File: src/rtl/rxf_pkg.sv
package rxf_pkg;

    typedef enum logic [1:0] {
        WR_IDLE = 2'd0,
        WR_RUN  = 2'd1,
        WR_DONE = 2'd2
    } wr_state_e;

endpackage

File: src/rtl/rxf_wr_ctrl.sv
module rxf_wr_ctrl #(
    parameter  int DEPTH = 256,
    localparam int PW    = $clog2(DEPTH)
) (
    input  logic          clk,
    input  logic          rst_n,
    input  logic          init_i,
    input  logic          sync_hit_i,
    input  logic          eom_i,
    input  logic          sync_lost_i,
    input  logic          strobe_i,
    input  logic          bit_i,
    input  logic          ext_mode_i,
    input  logic          pat_sel_i,
    input  logic          full_i,
    output logic          wr_en_o,
    output logic [PW-1:0] wr_addr_o,
    output logic          wr_data_o,
    output logic          ovf_o,
    output logic          lock_o
);
    import rxf_pkg::*;

    typedef struct packed {
        wr_state_e     st;
        logic [PW-1:0] wptr;
        logic          ovf;
    } wr_regs_t;

    wr_regs_t r_q, r_d;
    logic     want;
    logic     din;

    always_comb begin
        r_d       = r_q;
        want      = 1'b0;
        din       = 1'b0;
        wr_en_o   = 1'b0;
        wr_data_o = 1'b0;
        if (init_i) begin
            r_d.st   = WR_IDLE;
            r_d.wptr = '0;
            r_d.ovf  = 1'b0;
        end else begin
            unique case (r_q.st)
                WR_IDLE: begin
                    if (sync_hit_i) begin
                        r_d.st = WR_RUN;
                        if (ext_mode_i) begin
                            want = 1'b1;
                            din  = pat_sel_i;
                        end
                    end
                end
                WR_RUN: begin
                    if (eom_i || sync_lost_i) begin
                        r_d.st = WR_DONE;
                    end else if (strobe_i) begin
                        want = 1'b1;
                        din  = bit_i;
                    end
                end
                default: begin
                end
            endcase
            if (want) begin
                if (full_i) begin
                    r_d.ovf = 1'b1;
                end else begin
                    wr_en_o   = 1'b1;
                    wr_data_o = din;
                    r_d.wptr  = (r_q.wptr == PW'(DEPTH - 1)) ? '0 : r_q.wptr + 1'b1;
                end
            end
        end
    end

    always_ff @(posedge clk or negedge rst_n) begin
        if (!rst_n) begin
            r_q.st   <= WR_IDLE;
            r_q.wptr <= '0;
            r_q.ovf  <= 1'b0;
        end else begin
            r_q <= r_d;
        end
    end

    assign wr_addr_o = r_q.wptr;
    assign ovf_o     = r_q.ovf;
    assign lock_o    = (r_q.st == WR_DONE);

endmodule

File: src/rtl/rxf_rd_ctrl.sv
module rxf_rd_ctrl #(
    parameter  int DEPTH = 256,
    localparam int PW    = $clog2(DEPTH),
    localparam int CW    = $clog2(DEPTH + 1)
) (
    input  logic          clk,
    input  logic          rst_n,
    input  logic          init_i,
    input  logic          shift_i,
    input  logic          wr_en_i,
    output logic [PW-1:0] rd_addr_o,
    output logic [CW-1:0] level_o,
    output logic          empty_o,
    output logic          full_o,
    output logic          rd_fire_o
);
    typedef struct packed {
        logic [PW-1:0] rptr;
        logic [CW-1:0] cnt;
    } rd_regs_t;

    rd_regs_t r_q, r_d;

    always_comb begin
        r_d       = r_q;
        rd_fire_o = 1'b0;
        if (init_i) begin
            r_d.rptr = '0;
            r_d.cnt  = '0;
        end else begin
            rd_fire_o = shift_i && (r_q.cnt != '0);
            if (rd_fire_o) begin
                r_d.rptr = (r_q.rptr == PW'(DEPTH - 1)) ? '0 : r_q.rptr + 1'b1;
            end
            unique case ({wr_en_i, rd_fire_o})
                2'b10:   r_d.cnt = r_q.cnt + 1'b1;
                2'b01:   r_d.cnt = r_q.cnt - 1'b1;
                default: r_d.cnt = r_q.cnt;
            endcase
        end
    end

    always_ff @(posedge clk or negedge rst_n) begin
        if (!rst_n) begin
            r_q.rptr <= '0;
            r_q.cnt  <= '0;
        end else begin
            r_q <= r_d;
        end
    end

    assign rd_addr_o = r_q.rptr;
    assign level_o   = r_q.cnt;
    assign empty_o   = (r_q.cnt == '0);
    assign full_o    = (r_q.cnt == CW'(DEPTH));

endmodule

File: src/rtl/rxf_bit_array.sv
module rxf_bit_array #(
    parameter  int DEPTH = 256,
    localparam int PW    = $clog2(DEPTH)
) (
    input  logic          clk,
    input  logic          rst_n,
    input  logic          init_i,
    input  logic          wr_en_i,
    input  logic [PW-1:0] wr_addr_i,
    input  logic          wr_data_i,
    input  logic [PW-1:0] rd_addr_i,
    output logic          rd_data_o
);
    logic [DEPTH-1:0] cell_q, cell_d;

    for (genvar gi = 0; gi < DEPTH; gi++) begin : g_cell
        always_comb begin
            if (init_i) begin
                cell_d[gi] = 1'b0;
            end else if (wr_en_i && (wr_addr_i == PW'(gi))) begin
                cell_d[gi] = wr_data_i;
            end else begin
                cell_d[gi] = cell_q[gi];
            end
        end
    end

    always_ff @(posedge clk or negedge rst_n) begin
        if (!rst_n) begin
            cell_q <= '0;
        end else begin
            cell_q <= cell_d;
        end
    end

    assign rd_data_o = cell_q[rd_addr_i];

endmodule

File: src/rtl/rxf_bit_fifo.sv
module rxf_bit_fifo #(
    parameter  int DEPTH = 256,
    localparam int PW    = $clog2(DEPTH),
    localparam int CW    = $clog2(DEPTH + 1)
) (
    input  logic          clk,
    input  logic          rst_n,
    input  logic          init_i,
    input  logic          sync_hit_i,
    input  logic          eom_i,
    input  logic          sync_lost_i,
    input  logic          rx_strobe_i,
    input  logic          rx_bit_i,
    input  logic          ext_mode_i,
    input  logic          pat_sel_i,
    input  logic          rd_shift_i,
    output logic          rd_bit_o,
    output logic [CW-1:0] level_o,
    output logic          ovf_o,
    output logic          lock_o
);
    logic          wr_en;
    logic [PW-1:0] wr_addr;
    logic          wr_data;
    logic [PW-1:0] rd_addr;
    logic          rd_data;
    logic          empty;
    logic          full;
    logic          rd_fire;

    rxf_wr_ctrl #(.DEPTH(DEPTH)) u_wr (
        .clk         (clk),
        .rst_n       (rst_n),
        .init_i      (init_i),
        .sync_hit_i  (sync_hit_i),
        .eom_i       (eom_i),
        .sync_lost_i (sync_lost_i),
        .strobe_i    (rx_strobe_i),
        .bit_i       (rx_bit_i),
        .ext_mode_i  (ext_mode_i),
        .pat_sel_i   (pat_sel_i),
        .full_i      (full),
        .wr_en_o     (wr_en),
        .wr_addr_o   (wr_addr),
        .wr_data_o   (wr_data),
        .ovf_o       (ovf_o),
        .lock_o      (lock_o)
    );

    rxf_rd_ctrl #(.DEPTH(DEPTH)) u_rd (
        .clk       (clk),
        .rst_n     (rst_n),
        .init_i    (init_i),
        .shift_i   (rd_shift_i),
        .wr_en_i   (wr_en),
        .rd_addr_o (rd_addr),
        .level_o   (level_o),
        .empty_o   (empty),
        .full_o    (full),
        .rd_fire_o (rd_fire)
    );

    rxf_bit_array #(.DEPTH(DEPTH)) u_mem (
        .clk       (clk),
        .rst_n     (rst_n),
        .init_i    (init_i),
        .wr_en_i   (wr_en),
        .wr_addr_i (wr_addr),
        .wr_data_i (wr_data),
        .rd_addr_i (rd_addr),
        .rd_data_o (rd_data)
    );

    assign rd_bit_o = rd_data & ~empty;

endmodule

File: config.mk
export PLATFORM = sky130hd
export DESIGN_NAME = rxf_bit_fifo
export DESIGN_NICKNAME = d
export VERILOG_FILES = /design/src/rtl/rxf_pkg.sv /design/src/rtl/rxf_wr_ctrl.sv /design/src/rtl/rxf_rd_ctrl.sv /design/src/rtl/rxf_bit_array.sv /design/src/rtl/rxf_bit_fifo.sv
export SDC_FILE = /design/constraint.sdc
export NUM_CORES = 1
export LEC_CHECK = 0
export BUFFER_PORTS_ARGS = -buffer_cell sky130_fd_sc_hd__buf_2
export CAP_MARGIN = 25
export CORE_ASPECT_RATIO = 2
export CORE_MARGIN = 5
export CORE_UTILIZATION = 66
export CTS_BUF_LIST = sky130_fd_sc_hd__clkbuf_8
export DETAILED_ROUTE_END_ITERATION = 16
export PLACE_DENSITY = 0.83
export SLEW_MARGIN = 20
export SYNTH_ARGS = -nofsm -noshare
export SYNTH_HDL_FRONTEND = slang
export SYNTH_SLANG_ARGS = --single-unit
File: constraint.sdc
create_clock -name clk -period 4.7 [get_ports clk]
set_input_delay 0 -clock clk [delete_from_list [all_inputs] [get_ports clk]]
set_output_delay 0 -clock clk [all_outputs]
set_load 0.005 [all_outputs]
After elaboration in Yosys (flattened, before gate mapping)
Index checks and enable logic that the tools add are counted.
Storage, ports and cells
  register bits after elaboration: 284
  input port bits: 11
  output and inout bits: 12
  word-level logic and storage cells: 1600
Operators by class
  add/sub/neg operators: 4
  order comparisons: 1
  equal/unequal tests: 264
  multiplexer cells: 542
  bitwise operators: 2
  reductions and logical operators: 526
Operators with widths (count)
  == test 8 bit, second input constant: 129
  two-way mux 1 bit: 528
  nonzero test 2 bit: 259
  == test 8 x 7 -> 1 bit, second input constant: 64
  logical AND 1 bit: 257
  == test 8 x 6 -> 1 bit, second input constant: 32
  == test 8 x 5 -> 1 bit, second input constant: 16
  == test 8 x 4 -> 1 bit, second input constant: 8
  == test 8 x 3 -> 1 bit, second input constant: 4
  two-way mux 8 bit: 4
  one-hot mux 9 bit (2 select lines): 1
  two-way mux 17 bit: 1
  adder 8 x 1 -> 8 bit, second input constant: 2
  == test 8 x 2 -> 1 bit, second input constant: 2
  two-way mux 11 bit: 1
  adder 9 x 1 -> 9 bit, second input constant: 1
  == test 9 bit, second input constant: 1
  zero test 9 bit: 1
  < comparator 8 x 9 -> 1 bit, second input constant: 1
  two-way mux 9 bit: 1
  nonzero test 9 bit: 1
  subtractor 9 x 1 -> 9 bit, second input constant: 1
  binary-select mux 1 bit (select 8 bit): 1
  == test 8 x 1 -> 1 bit, second input constant: 1
  other kinds (16): 22

Logic depth before layout (Yosys ltp)
  word-level depth: 9
  gate-level depth with buffers: 12

Modules after synthesis
Synthesis repeated with hierarchy kept, for this count alone.
Second synthesis, totals
  cells, all modules: 1674
  area total of the unflattened synthesis: 15277.2 um^2
By module, submodules not included
  rxf_bit_array: instances 1, cells each 1450, area an instance 13330.3 um^2, seq. area each 6406.1 um^2
  rxf_rd_ctrl: instances 1, cells each 142, area an instance 1213.7 um^2, seq. area each 425.4 um^2
  rxf_wr_ctrl: instances 1, cells each 81, area an instance 719.4 um^2, seq. area each 275.3 um^2
  rxf_bit_fifo: instances 1, cells each 1, area an instance 13.8 um^2, seq. area each 0.0 um^2

Least setup slack after synthesis
OpenSTA, ideal clock, no wires.
  kind: reg-to-reg
  start point: register u_rd.r_q, in the netlist u_rd.level_o[1]
  end point: register u_rd.r_q, in the netlist u_rd.level_o[8]
  setup time: 0.078 ns
  data arrival time: 3.371 ns
  required time: 4.622 ns
  path slack: 1.251 ns
  stages on the path, launching flop included: 13
  cells stage by stage: dfrtp_1 buf_6 or3_4 o41ai_4 a21o_4 xnor2_1 ha_1 or4_2 o31ai_1 a21oi_1 mux2_2 or3_1 a21oi_1
On the way
  cells in the longest elaborated chain, start to end: 7
RTL lines
  start, declared: RTL line rxf_rd_ctrl.sv:22  | rd_regs_t r_q, r_d;
  start signal, assigned: RTL line rxf_rd_ctrl.sv:48  | r_q <= r_d;
  == test 9 bit: RTL line rxf_rd_ctrl.sv:55  | assign full_o = (r_q.cnt == CW'(DEPTH));
  two-way mux 1 bit: RTL line rxf_wr_ctrl.sv:67  | if (full_i) begin
  two-way mux 1 bit: RTL line rxf_wr_ctrl.sv:66  | if (want) begin
  two-way mux 1 bit: RTL line rxf_wr_ctrl.sv:40  | if (init_i) begin
  == test 2 x 1 -> 1 bit or == test 2 bit (tied branches): RTL line rxf_rd_ctrl.sv:35  | unique case ({wr_en_i, rd_fire_o})
  one-hot mux 9 bit (2 select lines): RTL line rxf_rd_ctrl.sv:35
  two-way mux 17 bit: RTL line rxf_rd_ctrl.sv:27  | if (init_i) begin
Several ways; a longest one is shown, not always the timed one.
A chain may end at the register's enable or synchronous reset.

Worst setup path in the final report
  start point: register u_rd.r_q, in the netlist u_rd.rd_addr_o[0]
  end point: output rd_bit_o
On the way
  cells in the longest elaborated chain, start to end: 3
RTL lines
  binary-select mux 1 bit (select 8 bit): RTL line rxf_bit_array.sv:36  | assign rd_data_o = cell_q[rd_addr_i];
  two-way mux 1 bit (implied by the code): RTL line rxf_bit_array.sv:36
  bitwise AND 1 bit: RTL line rxf_bit_fifo.sv:74  | assign rd_bit_o = rd_data & ~empty;
  end, declared: RTL line rxf_bit_fifo.sv:17  | output logic rd_bit_o,
No other way between the ends. The select of a mux whose other input is x is not followed.

==> impl_metrics.json <==
{
  "ys_seq_area_share_pct": 47.1,
  "synth_area_leaders": "dfrtp_1 (47%), o31ai_1 (12%), o211ai_1 (12%), mux4_2 (9.3%), clkbuf_1 (2.9%)",
  "finalHoldViolCount": 0,
  "via_per_inst": 7.59,
  "grt_antenna_before_repair": 0,
  "diodes": 0,
  "yosysWarnings": 0,
  "syn-instance-count": 1354,
  "synthSimpleGateAreaFrac_pct": 5.76,
  "core_area_um2": 22600,
  "clock_path_buffers": 3,
  "htree_num_levels": 2,
  "grt_max_degree": 141,
  "slew_headroom_pct": 33.4,
  "drt.antenna.violating_nets": 0,
  "cts_made_buffers": 39,
  "dr.pass1.iters": 7,
  "p_seq_share_pct": 47.2,
  "slew_violations": 0,
  "cp.arrival_ps": 4040,
  "clkPwrFrac_pct": 32.9,
  "finalSetupViolCount": 0,
  "period_needed_ps": 4040,
  "final_common_cell": "dfrtp_1",
  "p_leak_nw": 6.25,
  "start_kind": "flip-flop",
  "clock.fmax_ghz": 0.248,
  "powerDensity_nw_per_um2": 350,
  "final_cell_count_no_fill": 1584,
  "num_io_pins": 23,
  "synth_top_cell_by_area": "dfrtp_1",
  "syn_area_per_cell_um2": 11.1,
  "drc": 0,
  "overflow": 0,
  "status": "complete, no violations",
  "finalCritPeriodShare_pct": 85.9,
  "yosysTopAreaCellShare_pct": 47.1,
  "power.net_switching_mw": 1.73,
  "die_w_um": 117,
  "worst_slew_pin_slew_ps": 997,
  "grtUsageTotal_pct": 31.3,
  "combPwrFrac_pct": 19.9,
  "die_y_um": 224,
  "place_inst": 1505,
  "cts.clk_slew.worst_paths_ps": 70,
  "cts_root_buf": "clkbuf_8",
  "muxShareOfSynthArea_pct": 11.3,
  "synthArstFlopShare_pct": 100,
  "initial_utilization_pct": 66.6,
  "synthFlopType": "dfrtp_1",
  "required_ps": 4700,
  "min_path_type": "in2async",
  "peakVddDrop_mv": 0.404,
  "synth_adder_area_share_pct": 0.664,
  "path_class": "reg2out",
  "cap_violations": 0,
  "clock-sinks": 284,
  "dieArea_um2": 26100,
  "syn-num-nets": 1373,
  "cts_tree": "built",
  "first_iter_violations": 1524,
  "rsz0062_at_grt": "no",
  "synthXorXnorAreaFrac_pct": 0.465,
  "drt_wl_total_um": 40700,
  "synth-edff-count": 0,
  "io_buffers": 22,
  "nNetsFinal": 1300,
  "finalClockSkew_ps": 28.3,
  "place.gp.congestion": 0.971,
  "cts_setup_buffers": 0,
  "layout-drive-gt1-share_pct": 16.4,
  "final_core_util_pct": 70.9,
  "rows": 78,
  "p_int_mw": 3.89,
  "grt_pass1_wl_um": 63900,
  "synth_top_family_by_area": "compound AO/OA/AOI/OAI gates",
  "power.share.switching_pct": 30.8,
  "syn_area_um2": 15100,
  "dp_hpwl_um": 24200,
  "post_drt_wl_per_cell_um": 25.7,
  "tns_ps": 0,
  "clk_latency_ps": 550,
  "area_growth_pct": 6.49,
  "critical_path_peak_fanout": 28,
  "vias": 12000,
  "synth-compound-area-share_pct": 29.3,
  "endpoint_kind": "output pin",
  "grt_pass1_vias": 11700,
  "final_cell_mix": "dfrtp_1 (282), o31ai_1 (250), o211ai_1 (245), mux4_2 (62), clkbuf_8 (49)",
  "ys_seq_elements": 284,
  "synth_cell_types": 67
}
==> critical path: stages (launching register included) <==
cell and delay, ps:
dfrtp_4 820, mux4_2 580, mux2_2 280, a221oi_1 500
o31ai_1 260, o311ai_0 710, a2bb2oi_1 160, buf_2 160
==> power by group through the flow <==
| stage | clock network [mW] | logic, mW | registers, mW |
|---|---|---|---|
| after floorplan | 0 | 0.905 | 2.58 |
| after global placement | 0 | 1.08 | 2.69 |
| after detailed placement | 0 | 1.10 | 2.70 |
| after CTS | 1.87 | 1.12 | 2.65 |
| after global routing | 1.97 | 1.20 | 2.66 |
| final | 1.85 | 1.12 | 2.65 |
==> cell families after synthesis <==
kind of cell | Yosys count
xor+xnor | 8
compound gates | 597
mux | 91
fa+ha+maj | 8
flops | 284
simple gates | 172
buf+inv | 194
==> Yosys cell counts, types with 18 or more instances <==
cell,n
dfrtp_1,284
o31ai_1,250
o211ai_1,245
clkbuf_1,117
mux4_2,62
buf_2,49
nand2_1,40
nor2_1,37
nand3_1,35
a21oi_1,31
buf_1,19
o21ai_0,18
==> registers in the layout (all words and copies together), names as in the netlist <==
name and flops:
u_mem.cell_q 256, u_rd.level_o 9, u_wr.ovf_o 1, u_wr.wr_addr_o 8, u_wr.r_q 2, u_rd.rd_addr_o 8
==> worst paths after layout <==
path	cells after the start	to	startpoint	slack (ps)
setup / recovery	7	rd_bit_o	u_rd.rd_addr_o[0]	660
hold / removal	2	u_mem.cell_q[177]	rst_n	40
setup reg to reg	11	u_rd.level_o[8]	u_wr.r_q[9]	940
hold reg to reg	2	u_wr.ovf_o	u_wr.ovf_o	520
max in group asynchronous	3	u_mem.cell_q[198]	rst_n	3390
min in group clk	5	u_wr.ovf_o	ext_mode_i	80
==> per-layer routing <==
metal	part of all wire [%]	GRT usage (%)	up-vias
met1	36	39.5	5952
met5	0	0	-
met2	50	50.1	611
met4	6.4	19.0	0
li1	-	-	5283
met3	7.6	5.27	170
==> what timing repair did <==
action | in CTS | in global routing
resized for setup | 0 | 0
hold endpoints to repair | 104 | 0
hold buffers | 12 | 0
==> final cells by class <==
| class | count | area (um^2) |
|---|---|---|
| Inverter | 6 | 27.5 |
| Sequential cell | 284 | 7110 |
| Clock inverter | 15 | 61.3 |
| Fill cell | 1579 | 6590 |
| Multi-Input combinational cell | 876 | 7190 |
| Timing Repair Buffer | 74 | 641 |
| Clock buffer | 49 | 674 |
| Tap cell | 280 | 350 |
==> per-stage QoR <==
step / worst slack, ps / hold WS [ps] / power, mW / cell area [um^2]
2_1_floorplan: 1250 / -296 / 3.48 / 15100
3_3_place_gp: 1090 / 36.7 / 3.77 / 15100
3_5_place_dp: 986 / 42.9 / 3.80 / 15100
4_1_cts: 824 / 53.9 / 5.63 / 16000
5_1_grt: 625 / 91.3 / 5.84 / 16100
6_report: 663 / 35.7 / 5.62 / 16100
Note: power is estimated with default switching activity, not from simulation.
